===== src/rtl/scb_pkg.sv =====
package scb_pkg;

   typedef enum logic [1:0] {
      MODE_PDOWN     = 2'd0,
      MODE_HANDSET   = 2'd1,
      MODE_HANDSFREE = 2'd2,
      MODE_LOUDHEAR  = 2'd3
   } op_mode_e;

   localparam int unsigned ADDR_W_DEF = 4;
   localparam int unsigned DATA_W_DEF = 4;
   localparam logic [63:0] DEFAULTS_DEF = 64'h0000_772B_3A08_0000;

endpackage


===== src/rtl/scb_sync.sv =====
module scb_sync #(
   parameter int unsigned STAGES  = 2,
   parameter bit          RST_VAL = 1'b0
) (
   input  logic clk,
   input  logic rst_n,
   input  logic d_async,
   output logic q_sync
);
   logic [STAGES-1:0] chain;

   generate
      if (STAGES < 2) begin : g_bad_stages
         $error("scb_sync: STAGES must be at least 2");
      end
   endgenerate

   always_ff @(posedge clk or negedge rst_n) begin
      if (!rst_n) chain <= {STAGES{RST_VAL}};
      else        chain <= {chain[STAGES-2:0], d_async};
   end

   assign q_sync = chain[STAGES-1];
endmodule


===== src/rtl/scb_shifter.sv =====
module scb_shifter #(
   parameter int unsigned ADDR_W = 4,
   parameter int unsigned DATA_W = 4
) (
   input  logic              clk,
   input  logic              rst_n,
   input  logic              flush,
   input  logic              sck_s,
   input  logic              sdi_s,
   input  logic              csn_s,
   output logic              commit,
   output logic [ADDR_W-1:0] wr_addr,
   output logic [DATA_W-1:0] wr_data
);
   localparam int unsigned FRAME   = ADDR_W + DATA_W;
   localparam int unsigned CNT_W   = $clog2(FRAME + 2);
   localparam logic [CNT_W-1:0] CNT_FULL = CNT_W'(FRAME);
   localparam logic [CNT_W-1:0] CNT_SAT  = CNT_W'(FRAME + 1);

   logic             sck_d, csn_d;
   logic [FRAME-1:0] shreg;
   logic [CNT_W-1:0] cnt;
   logic             sck_rise, cs_rise;

   generate
      if (FRAME < 2) begin : g_bad_frame
         $error("scb_shifter: frame must hold at least two bits");
      end
   endgenerate

   assign sck_rise = sck_s & ~sck_d;
   assign cs_rise  = csn_s & ~csn_d;

   always_ff @(posedge clk or negedge rst_n) begin
      if (!rst_n) begin
         sck_d <= 1'b0;
         csn_d <= 1'b1;
         shreg <= '0;
         cnt   <= '0;
      end else begin
         sck_d <= sck_s;
         csn_d <= csn_s;
         if (flush || csn_s) begin
            cnt <= '0;
         end else if (sck_rise) begin
            shreg <= {shreg[FRAME-2:0], sdi_s};
            if (cnt != CNT_SAT) cnt <= cnt + 1'b1;
         end
      end
   end

   assign commit  = cs_rise & ~flush & (cnt == CNT_FULL);
   assign wr_addr = shreg[FRAME-1:DATA_W];
   assign wr_data = shreg[DATA_W-1:0];
endmodule


===== src/rtl/scb_regfile.sv =====
module scb_regfile #(
   parameter int unsigned ADDR_W   = 4,
   parameter int unsigned DATA_W   = 4,
   parameter int unsigned NOP_ADDR = 0,
   parameter int unsigned RST_ADDR = 15,
   parameter logic [(2**ADDR_W)*DATA_W-1:0] DEFAULTS = '0
) (
   input  logic                              clk,
   input  logic                              rst_n,
   input  logic                              pwr_lost,
   input  logic                              commit,
   input  logic [ADDR_W-1:0]                 wr_addr,
   input  logic [DATA_W-1:0]                 wr_data,
   output logic [(2**ADDR_W)*DATA_W-1:0]     regs_flat
);
   localparam int unsigned NREGS = 2 ** ADDR_W;

   logic [DATA_W-1:0] regs_q [NREGS];
   logic              restore;

   assign restore = pwr_lost | (commit & (wr_addr == ADDR_W'(RST_ADDR)));

   generate
      if (NOP_ADDR >= NREGS || RST_ADDR >= NREGS || NOP_ADDR == RST_ADDR) begin : g_bad_addr
         $error("scb_regfile: reserved addresses out of range or equal");
      end
      for (genvar i = 0; i < NREGS; i++) begin : g_reg
         localparam logic [DATA_W-1:0] DEF = DEFAULTS[i*DATA_W +: DATA_W];
         if (i == NOP_ADDR || i == RST_ADDR) begin : g_fixed
            assign regs_q[i] = DEF;
         end else begin : g_store
            always_ff @(posedge clk or negedge rst_n) begin
               if (!rst_n)                                    regs_q[i] <= DEF;
               else if (restore)                              regs_q[i] <= DEF;
               else if (commit && wr_addr == ADDR_W'(i))      regs_q[i] <= wr_data;
            end
         end
         assign regs_flat[i*DATA_W +: DATA_W] = regs_q[i];
      end
   endgenerate
endmodule


===== src/rtl/scb_mode_dec.sv =====
module scb_mode_dec #(
   parameter int unsigned DATA_W   = 4,
   parameter int unsigned MASK_BIT = 3,
   parameter int unsigned LH_BIT   = 2,
   parameter int unsigned HF_BIT   = 1,
   parameter int unsigned HOOK_BIT = 0
) (
   input  logic [DATA_W-1:0] mode_reg,
   output logic [1:0]        op_mode,
   output logic              pwr_down
);
   import scb_pkg::*;

   op_mode_e m;
   logic mask, lh, hf, hook;

   generate
      if (MASK_BIT >= DATA_W || LH_BIT >= DATA_W || HF_BIT >= DATA_W || HOOK_BIT >= DATA_W)
      begin : g_bad_bits
         $error("scb_mode_dec: control bit positions exceed register width");
      end
   endgenerate

   assign mask = mode_reg[MASK_BIT];
   assign lh   = mode_reg[LH_BIT];
   assign hf   = mode_reg[HF_BIT];
   assign hook = mode_reg[HOOK_BIT];

   always_comb begin
      if (mask)      m = MODE_PDOWN;
      else if (hf)   m = lh ? MODE_LOUDHEAR : MODE_HANDSFREE;
      else if (hook) m = MODE_PDOWN;
      else           m = MODE_HANDSET;
   end

   assign op_mode  = m;
   assign pwr_down = mask | (~hf & hook);
endmodule


===== src/rtl/serial_ctrl_bank.sv =====
module serial_ctrl_bank #(
   parameter int unsigned ADDR_W      = scb_pkg::ADDR_W_DEF,
   parameter int unsigned DATA_W      = scb_pkg::DATA_W_DEF,
   parameter int unsigned SYNC_STAGES = 2,
   parameter int unsigned NOP_ADDR    = 0,
   parameter int unsigned RST_ADDR    = 15,
   parameter int unsigned MODE_ADDR   = 13,
   parameter logic [(2**ADDR_W)*DATA_W-1:0] DEFAULTS = scb_pkg::DEFAULTS_DEF
) (
   input  logic                          clk,
   input  logic                          rst_n,
   input  logic                          pwr_lost,
   input  logic                          ser_clk,
   input  logic                          ser_dat,
   input  logic                          ser_cs_n,
   output logic [(2**ADDR_W)*DATA_W-1:0] regs_flat,
   output logic [1:0]                    op_mode,
   output logic                          pwr_down
);
   localparam int unsigned NREGS = 2 ** ADDR_W;

   logic              sck_s, sdi_s, csn_s;
   logic              commit;
   logic [ADDR_W-1:0] wr_addr;
   logic [DATA_W-1:0] wr_data;

   generate
      if (MODE_ADDR >= NREGS || MODE_ADDR == NOP_ADDR || MODE_ADDR == RST_ADDR) begin : g_bad_mode
         $error("serial_ctrl_bank: MODE_ADDR must be a storing register");
      end
   endgenerate

   scb_sync #(.STAGES(SYNC_STAGES), .RST_VAL(1'b0)) u_sync_clk (
      .clk(clk), .rst_n(rst_n), .d_async(ser_clk), .q_sync(sck_s));
   scb_sync #(.STAGES(SYNC_STAGES), .RST_VAL(1'b0)) u_sync_dat (
      .clk(clk), .rst_n(rst_n), .d_async(ser_dat), .q_sync(sdi_s));
   scb_sync #(.STAGES(SYNC_STAGES), .RST_VAL(1'b1)) u_sync_cs (
      .clk(clk), .rst_n(rst_n), .d_async(ser_cs_n), .q_sync(csn_s));

   scb_shifter #(.ADDR_W(ADDR_W), .DATA_W(DATA_W)) u_shift (
      .clk(clk), .rst_n(rst_n), .flush(pwr_lost),
      .sck_s(sck_s), .sdi_s(sdi_s), .csn_s(csn_s),
      .commit(commit), .wr_addr(wr_addr), .wr_data(wr_data));

   scb_regfile #(
      .ADDR_W(ADDR_W), .DATA_W(DATA_W), .NOP_ADDR(NOP_ADDR),
      .RST_ADDR(RST_ADDR), .DEFAULTS(DEFAULTS)
   ) u_regs (
      .clk(clk), .rst_n(rst_n), .pwr_lost(pwr_lost), .commit(commit),
      .wr_addr(wr_addr), .wr_data(wr_data), .regs_flat(regs_flat));

   scb_mode_dec #(.DATA_W(DATA_W)) u_mode (
      .mode_reg(regs_flat[MODE_ADDR*DATA_W +: DATA_W]),
      .op_mode(op_mode), .pwr_down(pwr_down));
endmodule


===== config.mk =====
export PLATFORM = sky130hd
export DESIGN_NAME = serial_ctrl_bank
export DESIGN_NICKNAME = d
export VERILOG_FILES = /design/src/rtl/scb_pkg.sv /design/src/rtl/scb_sync.sv /design/src/rtl/scb_shifter.sv /design/src/rtl/scb_regfile.sv /design/src/rtl/scb_mode_dec.sv /design/src/rtl/serial_ctrl_bank.sv
export SDC_FILE = /design/constraint.sdc
export NUM_CORES = 1
export LEC_CHECK = 0
export BUFFER_PORTS_ARGS = -buffer_cell sky130_fd_sc_hd__buf_2
export CAP_MARGIN = 0
export CORE_MARGIN = 2
export CORE_UTILIZATION = 55
export CTS_CLUSTER_SIZE = 40
export DETAILED_ROUTE_END_ITERATION = 10
export GPL_TIMING_DRIVEN = 1
export PLACE_DENSITY = 0.88
export SKIP_LAST_GASP = 1
export SLEW_MARGIN = 20
export SYNTH_ARGS = -nofsm -noshare
export SYNTH_HDL_FRONTEND = slang
export SYNTH_SLANG_ARGS = --single-unit

===== constraint.sdc =====
create_clock -name clk -period 1.9 [get_ports clk]
set_clock_uncertainty 0.05 [all_clocks]
set_input_delay 0.38 -clock clk [delete_from_list [all_inputs] [get_ports clk]]
set_output_delay 0.38 -clock clk [all_outputs]
set_load 0.01 [all_outputs]

## Word level (Yosys, flattened, before mapping)

Cells that the tools add are included.

- $lt $le $gt $ge: 0
- Bitwise operators: 13
- Divide/modulo/power cells: 0
- Muxes and demuxes: 35
- Reductions and logical operators: 33
- Shifts and indexed selects: 0
- Multiply operators: 0
- Add/subtract/negate cells: 1
- Equality and inequality tests: 17

Operators by type and width:

| cell | count |
|---|---|
| $mux W4 | 31 |
| $eq A4 B4 Y1 const B | 9 |
| $reduce_bool A2 Y1 | 16 |
| $eq A4 B3 Y1 const B | 4 |
| $logic_and A1 B1 Y1 | 14 |
| $eq A4 B2 Y1 const B | 2 |
| $and A1 B1 Y1 | 6 |
| $not A1 Y1 | 5 |
| $add A4 B1 Y4 const B | 1 |
| $eq A4 B1 Y1 const B | 1 |
| $mux W2 | 2 |
| $ne A4 B4 Y1 const B | 1 |
| $reduce_and A2 Y1 | 2 |
| $mux W1 | 2 |
| $or A1 B1 Y1 | 2 |
| $logic_or A1 B1 Y1 | 1 |

- Bits in read-only memories: 0
- Flip-flop bits (word level): 76
- Input bits: 6
- Memories: 0
- Word-level logic and storage cells: 120
- RAM bits: 0
- Latch bits: 0
- Output and inout bits: 67

## Logic depth before layout (Yosys ltp)

Gate-level depths: netlist (run 1).

- Word-level depth: 7
- Depth in mapped cells: 7
- Gate-level depth less buffers: 5

## Hierarchy

A second synthesis (run 1) with hierarchy kept.

- Cell total of the unflattened synthesis: 345
- Area total of the unflattened synthesis: 3607.2 um^2

Modules (own cells, without submodules):

| module | cells each | instances | seq. area each (um^2) | area an instance (um^2) |
|---|---|---|---|---|
| scb_regfile | 285 | 1 | 1420.1 | 2776.4 |
| scb_shifter | 49 | 1 | 351.6 | 640.6 |
| scb_sync (u_sync_clk ...) | 2 | 2 | 50.0 | 50.0 |
| scb_sync (u_sync_cs) | 2 | 1 | 52.6 | 52.6 |
| scb_mode_dec | 5 | 1 | 0.0 | 37.5 |

## Least setup slack after synthesis (run 1)

OpenSTA, ideal clock, no wires.

- Path type: register to register
- Start point: register u_shift.shreg[4]
- End point: register u_regs.regs_q, in the netlist u_regs.regs_flat[18]
- Path buffers: 2
- Library setup time: 0.136 ns
- Setup slack: 0.241 ns
- Required time: 1.714 ns
- Arrival: 1.473 ns
- Period minus slack after synthesis: 1.659 ns
- Cell stages (with the launch flop): 6
- Cells stage by stage: dfrtp_1 buf_6 or4b_4 buf_6 o31ai_4 a21oi_1

- Word-level cells in the longest chain between the ends: 4
- Elaborated cells on any way between the ends: 7
- Classes of those cells: 2 x eq/ne; 1 x mux; 2 x bitwise; 2 x reduce/logical

Ends and longest elaborated chain:

| element | line | RTL |
|---|---|---|
| start: declaration | scb_shifter.sv:21 | `logic [FRAME-1:0] shreg;` |
| start signal: assignment | scb_shifter.sv:46 | `shreg <= {shreg[FRAME-2:0], sdi_s};` |
| $eq A4 B4 Y1 | scb_regfile.sv:21 | `assign restore = pwr_lost \| (commit & (wr_addr == ADDR_W'(RST_ADDR)));` |
| $and A1 B1 Y1 | scb_regfile.sv:21 |  |
| $or A1 B1 Y1 | scb_regfile.sv:21 |  |
| $mux W4 / $reduce_bool A2 Y1 (equally long branches) | -- |  |
| end signal: indexed assignment | scb_regfile.sv:35 | `else if (commit && wr_addr == ADDR_W'(i)) regs_q[i] <= wr_data;` |
| end: declaration | scb_regfile.sv:18 | `logic [DATA_W-1:0] regs_q [NREGS];` |

Parallel ways exist; a longest one is shown, timed or not.
A chain may end at the register's enable or synchronous reset.

## Worst setup path in the final report (run 1)

- Start point: register u_shift.cnt[2]
- End point: register u_regs.regs_q, in the netlist u_regs.regs_flat[6]

- Word-level cells in the longest chain between the ends: 5
- Elaborated cells on any way between the ends: 7
- Classes of those cells: 1 x eq/ne; 1 x mux; 3 x bitwise; 2 x reduce/logical

Ends and longest elaborated chain:

| element | line | RTL |
|---|---|---|
| start: declaration | scb_shifter.sv:22 | `logic [CNT_W-1:0] cnt;` |
| start signal: assignment | scb_shifter.sv:47 | `if (cnt != CNT_SAT) cnt <= cnt + 1'b1;` |
| $eq A4 B4 Y1 (*) | scb_shifter.sv:52 | `assign commit = cs_rise & ~flush & (cnt == CNT_FULL);` |
| $and A1 B1 Y1 (*) | scb_shifter.sv:52 |  |
| $and A1 B1 Y1 | scb_regfile.sv:21 |  |
| $or A1 B1 Y1 | scb_regfile.sv:21 |  |
| $mux W4 / $reduce_bool A2 Y1 (equally long branches) | -- |  |

Mark *: on every way between the ends. The rest lies on a longest branch, timed or not.

==> results.tsv, run 1 <==
stage	metric	value	unit
outcome	status	finished, violations left	
outcome	failing checks	negative hold slack	
floorplan	core footprint	0.006794	mm^2
floorplan	io pins	73	
global_route	GR Util All Layers	26.86	%
drt	drt wl/cell	19.58	um
logic_synthesis	Gate Count Post-Synth	366	
place	dpl ws	0.09074	ns
drt	remaining antenna violation count	0	
setup_path	CP required	2.13	ns
timing	Setup violations, final	0	
clock_network	Clock Sinks	76	
global_route	grt total ovfl	0	
floorplan	die area	0.007721	mm^2
clock_network	Clk pin slew, worst setup/hold paths	0.07	ns
setup_path	CP Capture Point	u_regs.regs_flat[6]	
timing	endpoints failing hold	1	
job	max_cap viols	0	
global_route	initial antenna violation count	0	
logic_synthesis	Async SR Flop Fraction	100.0	%
clock_network	CTS tree	yes	
clock_network	root buffer cell	clkbuf_8	
drt	final WL	10140	um
worst_hold_path	Worst Hold Class	primary input to asynchronous set/reset pin	
logic_synthesis	Netlist cell types	42	
logic_synthesis	post-synthesis sequential area ratio	49.74	%
layout	# nets final	426	
layout	Syn-to-layout area delta	16.40	%
power_and_ir_drop	P_int	0.002414	W
global_route	pin count of the biggest net entering global routing	77	
timing	setup ws final	0.1035	ns
setup_path	CP Class	flop to flop	
place	HPWL after DPL	6424	um
timing	Slew headroom	48.68	%
setup_path	critical path fanouts, max	11	
logic_synthesis	Mapped Avg Cell Area	10.57	um^2
logic_synthesis	top_reg_cell synth	dfrtp_1	
layout	share of cells above drive strength 1	34.60	%
place	RePlAce Congestion	0.8391	
setup_path	r2r setup slk	0.10	ns
timing	RSZ-0062 raised after global routing	no	
setup_path	endpoint class of the critical path	flop	
timing	Fin Hold WS	-0.0001592	ns
drt	DR vias/cell	6.558	
place	port bufs	64	
layout	design area	0.004503	mm^2
drt	DR vias	3397	
drt	1st-iter DRT viols	402	
logic_synthesis	Synth area leader	dfrtp_1	
timing	FMAX	0.5567	GHz
place	Cell Area, Placed	0.004298	mm^2
timing	Final Max Slew Viols	0	
drt	DRC Markers	0	
power_and_ir_drop	Net Sw Frac	28.61	%
logic_synthesis	synth top area cells	dfrtp_1 38%, dfstp_2 12%, nand4_1 8.9%	
timing	fin crit period	1.796	ns
setup_path	worst r2r src	u_shift.cnt[2]	
floorplan	row cnt	30	
logic_synthesis	Mapped Area	0.003869	mm^2
global_route	first-pass GRT wire length	15970	um
layout	n_diodes	0	
logic_synthesis	top-area cell type share of the netlist area	37.52	%
logic_synthesis	yosys warns	0	
logic_synthesis	Yosys reg bits	76	
drt	Detailed Routing Iterations Pass 1	5	
clock_network	TritonCTS buffer count	9	
layout	most common cell after layout, fill and taps aside	buf_2	
floorplan	Horiz. Die Dim	87.87	um
setup_path	CP Launch Type	flop	
power_and_ir_drop	Comb power frac	8.4	%
power_and_ir_drop	Power Density	750.9	mW/mm^2
setup_path	Arrival @ worst endpoint	2.02	ns
setup_path	terminus of the critical flop-to-flop path	u_regs.regs_flat[6]	
layout	most frequent cells in the layout	64 x buf_2, 57 x dfrtp_1, 55 x nand4_1, 46 x a21oi_1, 42 x o31ai_1	
timing	fin crit share	94.55	%
setup_path	worst r2r path cells	5	
timing	total negative setup slack	0	ns
clock_network	htree depth	3	
power_and_ir_drop	sequential share of power	54.9	%
timing	Least-Margin Pin Slew	0.7698	ns
floorplan	Die H	87.87	um
logic_synthesis	Post-synth EDFFs	0	
clock_network	clk buf depth	2	
power_and_ir_drop	clock power share	36.7	%
power_and_ir_drop	Switch Pwr	0.0009675	W
clock_network	post-CTS setup buffer count	0	
floorplan	Initial Util	56.94	%
setup_path	CP Launch Point	u_shift.cnt[2]	
layout	Fillers	500	
global_route	number of global-route vias before repair	3211	
power_and_ir_drop	Max VDD drop	0.0005114	V
power_and_ir_drop	Leak	1.843	nW
clock_network	clock latency on the worst-skew pair	0.35	ns
[synth_stat cells (2+ instances only)]
cell type and n:
clkbuf_1 26, buf_2 15, nand2_1 2, buf_1 3, a21oi_1 46, nand4_1 55, buf_6 5, mux2_1 8
nor2_1 2, buf_4 8, o21ai_0 4, nand4b_1 2, o31ai_4 2, or4b_4 2, nand2b_1 5, inv_1 5
nand4bb_1 5, o31ai_2 11, nor2b_1 3, nor4bb_1 2, nand3_1 17, ha_1 3, dfstp_2 18, o31ai_1 42
dfrtp_1 58
[kinds of logic (layout without fill, tap and decap cells)]
family / count (synthesis) / count (layout) / share of synthesized area (%)
AOI/OAI and AO/OA: 110 / 110 / 20.31
and+or+nand+nor: 106 / 106 / 18.31
DFF: 76 / 76 / 49.74
buffers and inverters: 62 / 111 / 8.247
muxes: 8 / 8 / 2.329
adders and majority gates: 3 / 3 / 0.9703
other: 1 / 8 / 0.09693
[layout make-up]
cell class                      count  area, um^2  share of cell area [%]
Multi-Input combinational cell    235        1669                   37.07
Timing Repair Buffer               90       569.3                   12.64
Clock buffer                       16       200.2                   4.446
Inverter                            5       18.77                  0.4168
Sequential cell                    76        1926                   42.76
Tap cell                           96       120.1                   2.667
[worst min path at each step]
stage,startpoint,to,slack (ns),cells past startpoint
final,rst_n,u_sync_clk.chain[0],-0.0002,2
after global placement,u_sync_dat.chain[0],u_sync_dat.chain[1],0.28,0
after global routing,rst_n,u_sync_clk.chain[0],0.02,2
after CTS,rst_n,u_sync_clk.chain[1],0.008,2
after floorplan,rst_n,u_regs.regs_flat[10],0.03,0
after detailed placement,u_sync_dat.chain[0],u_sync_dat.chain[1],0.29,0
[sequential cells by signal, summed over array words and instances (netlist names)]
register	cells
u_sync_clk.chain	2
u_shift.sck_d	1
u_sync_dat.chain	2
u_regs.regs_flat	56
u_sync_cs.chain	2
u_shift.csn_d	1
u_shift.cnt	4
u_shift.shreg	8
[stage by stage]
stage	cells	total power, W	utilization, %	hold slack, ns
6_report	518	0.003381	66.28	-0.0001592
5_1_grt	518	0.003474	66.28	0.02339
4_1_cts	518	0.003364	66.21	0.008453
3_5_place_dp	502	0.002152	63.26	0.2865
3_3_place_gp	502	0.002134	63.26	0.2836
2_1_floorplan	373	0.002011	-	0.03441
[metal layers]
layer / global-route usage [%] / up-vias / routed length [um]
met5: 0 / - / 0
met4: 11.05 / 0 / 275
met3: 5.749 / 30 / 919
met2: 42.98 / 224 / 4869
met1: 35.81 / 1655 / 4078
li1: - / 1488 / -
[power by group through the flow]
| stage | Clock (W) | Combinational, W | Sequential, W |
|---|---|---|---|
| finish | 0.00124 | 0.000284 | 0.00186 |
| global route | 0.00131 | 0.000306 | 0.00186 |
| CTS | 0.00124 | 0.000280 | 0.00184 |
| detailed placement | 0 | 0.000279 | 0.00187 |
| global placement | 0 | 0.000267 | 0.00187 |
| floorplan | 0 | 0.000267 | 0.00174 |
[worst max-delay path, stage by stage, from the launching register on]
cell and delay (ns):
dfrtp_1 0.46, buf_4 0.18, nor4bb_2 0.45, buf_4 0.27, nand4_1 0.13, a21oi_1 0.18
[repair_timing]
action,CTS,global route
hold endpoints to repair,0,0
resized for setup,0,2
setup endpoints to repair,0,15
hold buffers,0,0
No activity file was read; power rests on OpenSTA's default activity.
==> run 2, diff against run 1 <==
--- a/config.mk
+++ b/config.mk
@@ -7,8 +7,10 @@
 export LEC_CHECK = 0
 export BUFFER_PORTS_ARGS = -buffer_cell sky130_fd_sc_hd__buf_2
 export CAP_MARGIN = 0
+export CELL_PAD_IN_SITES_DETAIL_PLACEMENT = 0
+export CELL_PAD_IN_SITES_GLOBAL_PLACEMENT = 1
 export CORE_MARGIN = 2
-export CORE_UTILIZATION = 55
+export CORE_UTILIZATION = 43
 export CTS_CLUSTER_SIZE = 40
 export DETAILED_ROUTE_END_ITERATION = 10
 export GPL_TIMING_DRIVEN = 1
==> run 2 against run 1 <==
Net effect:
- global-route usage decreased by 5.7 points
- sequential power is essentially flat
- worst hold slack worse by 0.012 ns
- die area rose by 27%
- power up 7.4%
- critical path depth up 1
- maximum frequency increased by 4.1%
- the flow still finishes with violations (negative hold slack)
- first-iteration DRC count is 40% lower
==> results.tsv, run 2 (same netlist as run 1, synthesis figures left out) <==
stage	metric	value	unit
outcome	status	finished, violations left	
outcome	failing checks	negative hold slack	
timing	Final Max Slew Viols	0	
power_and_ir_drop	Switch Pwr	0.0009987	W
layout	FF+latch area	0.001924	mm^2
clock_network	Clk pin slew, worst setup/hold paths	0.08	ns
worst_hold_path	Worst Hold Class	primary input to asynchronous set/reset pin	
floorplan	io pins	73	
global_route	initial antenna violation count	0	
floorplan	Horiz. Die Dim	98.85	um
timing	Slew headroom	54.83	%
layout	Syn-to-layout area delta	17.85	%
clock_network	root buffer cell	clkbuf_8	
drt	final WL	9962	um
timing	RSZ-0062 raised after global routing	no	
timing	FMAX	0.5793	GHz
layout	Fillers	782	
timing	total negative setup slack	0	ns
drt	DR vias/cell	6.047	
place	port bufs	64	
global_route	number of global-route vias before repair	3119	
setup_path	CP Launch Type	flop	
setup_path	Arrival @ worst endpoint	1.92	ns
place	HPWL after DPL	6523	um
clock_network	TritonCTS buffer count	9	
layout	n_diodes	0	
job	max_cap viols	0	
global_route	first-pass GRT wire length	16500	um
timing	fin crit period	1.726	ns
drt	Detailed Routing Iterations Pass 1	5	
drt	DR vias	3217	
clock_network	hold_buf cts	0	
power_and_ir_drop	P_int	0.002631	W
floorplan	die area	0.009771	mm^2
setup_path	CP Class	flop to flop	
power_and_ir_drop	Max VDD drop	0.0004110	V
clock_network	clock latency on the worst-skew pair	0.36	ns
setup_path	endpoint class of the critical path	flop	
layout	combined area of the multi-input logic cells	0.001669	mm^2
place	RePlAce Congestion	0.8088	
layout	# nets final	428	
floorplan	Die H	98.85	um
timing	Setup violations, final	0	
power_and_ir_drop	Pwr Total	0.003630	W
timing	fin crit share	90.85	%
power_and_ir_drop	Comb power frac	7.7	%
floorplan	core footprint	0.008721	mm^2
timing	Least-Margin Pin Slew	0.6775	ns
global_route	pin count of the biggest net entering global routing	77	
setup_path	critical path fanouts, max	41	
clock_network	Clock Sinks	76	
global_route	grt total ovfl	0	
setup_path	worst r2r src	u_shift.cnt[0]	
global_route	GR Util All Layers	21.13	%
timing	Fin Hold WS	-0.01223	ns
power_and_ir_drop	Leak	1.865	nW
setup_path	CP required	2.09	ns
setup_path	CP Launch Point	u_shift.cnt[0]	
power_and_ir_drop	clock power share	41.1	%
clock_network	htree depth	3	
drt	drt wl/cell	18.73	um
clock_network	CTS tree	yes	
timing	endpoints failing hold	5	
power_and_ir_drop	sequential share of power	51.1	%
clock_network	clk buf depth	2	
timing	setup ws final	0.1738	ns
power_and_ir_drop	Power Density	796.1	mW/mm^2
floorplan	Initial Util	44.36	%
drt	remaining antenna violation count	0	
layout	max reg flops	56	
place	dpl ws	0.1482	ns
layout	most common cell after layout, fill and taps aside	buf_2	
layout	most frequent cells in the layout	64 x buf_2, 58 x dfrtp_1, 55 x nand4_1, 46 x a21oi_1, 42 x o31ai_1	
layout	Core Util, Final	52.28	%
drt	DRC Markers	0	
floorplan	row cnt	34	
layout	share of cells above drive strength 1	34.91	%
drt	1st-iter DRT viols	242	
power_and_ir_drop	Net Sw Frac	27.51	%
[run 2: cell count changes in the layout (fill, tap and decap cells not counted), sizes merged]
cell / change
clkbuf: -6
bufinv: +3
clkinv: +3
buf: +2
[run 2: layout make-up]
type / count / area share, %
Clock buffer: 10 / 2.799
Clock inverter: 6 / 2.470
Inverter: 5 / 0.4116
Multi-Input combinational cell: 235 / 36.61
Sequential cell: 76 / 42.21
Tap cell: 108 / 2.964
Timing Repair Buffer: 92 / 12.54
[run 2: worst paths after layout]
path	to	slack, ns	cells past startpoint
max in group asynchronous	u_regs.regs_flat[28]	1.48	2
min reg2reg	u_sync_dat.chain[1]	0.30	0
max reg2reg	u_regs.regs_flat[49]	0.17	6
min	u_sync_clk.chain[1]	-0.01	2
max	u_regs.regs_flat[49]	0.17	6
min in group clk	u_sync_cs.chain[0]	0.06	1
[run 2: power groups by stage]
stage	clock (W)	combinational, W	sequential, W
6_report	0.00149	0.000281	0.00186
5_1_grt	0.00158	0.000308	0.00187
4_1_cts	0.00152	0.000283	0.00185
3_5_place_dp	0	0.000282	0.00188
3_3_place_gp	0	0.000273	0.00188
2_1_floorplan	0	0.000267	0.00174
[run 2: stage by stage]
step	cell area [um^2]	hold WS, ns	cells
final	4559	-0.01223	532
after global routing	4559	0.02634	532
after CTS	4556	0.0005985	532
after detailed placement	4315	0.2910	516
after global placement	4315	0.2825	516
after floorplan	3895	0.03441	373
[run 2: what timing repair did]
item | in CTS | in global routing
gates resized for setup | 0 | 1
endpoints found under the setup margin | 0 | 1
setup buffers | 0 | 0
[run 2: routing by layer]
layer / track usage [%] / share of wire (%)
met2: 32.69 / 49
met4: 6.849 / 1.5
met3: 3.830 / 5.0
met1: 30.18 / 45
met5: 0 / 0
[run 2: worst max-delay path: stages (launching register included)]
cell and delay, ns:
dfrtp_1 0.43, inv_1 0.10, ha_1 0.19, and4bb_2 0.33
a31o_2 0.20, buf_12 0.21, a21oi_1 0.07
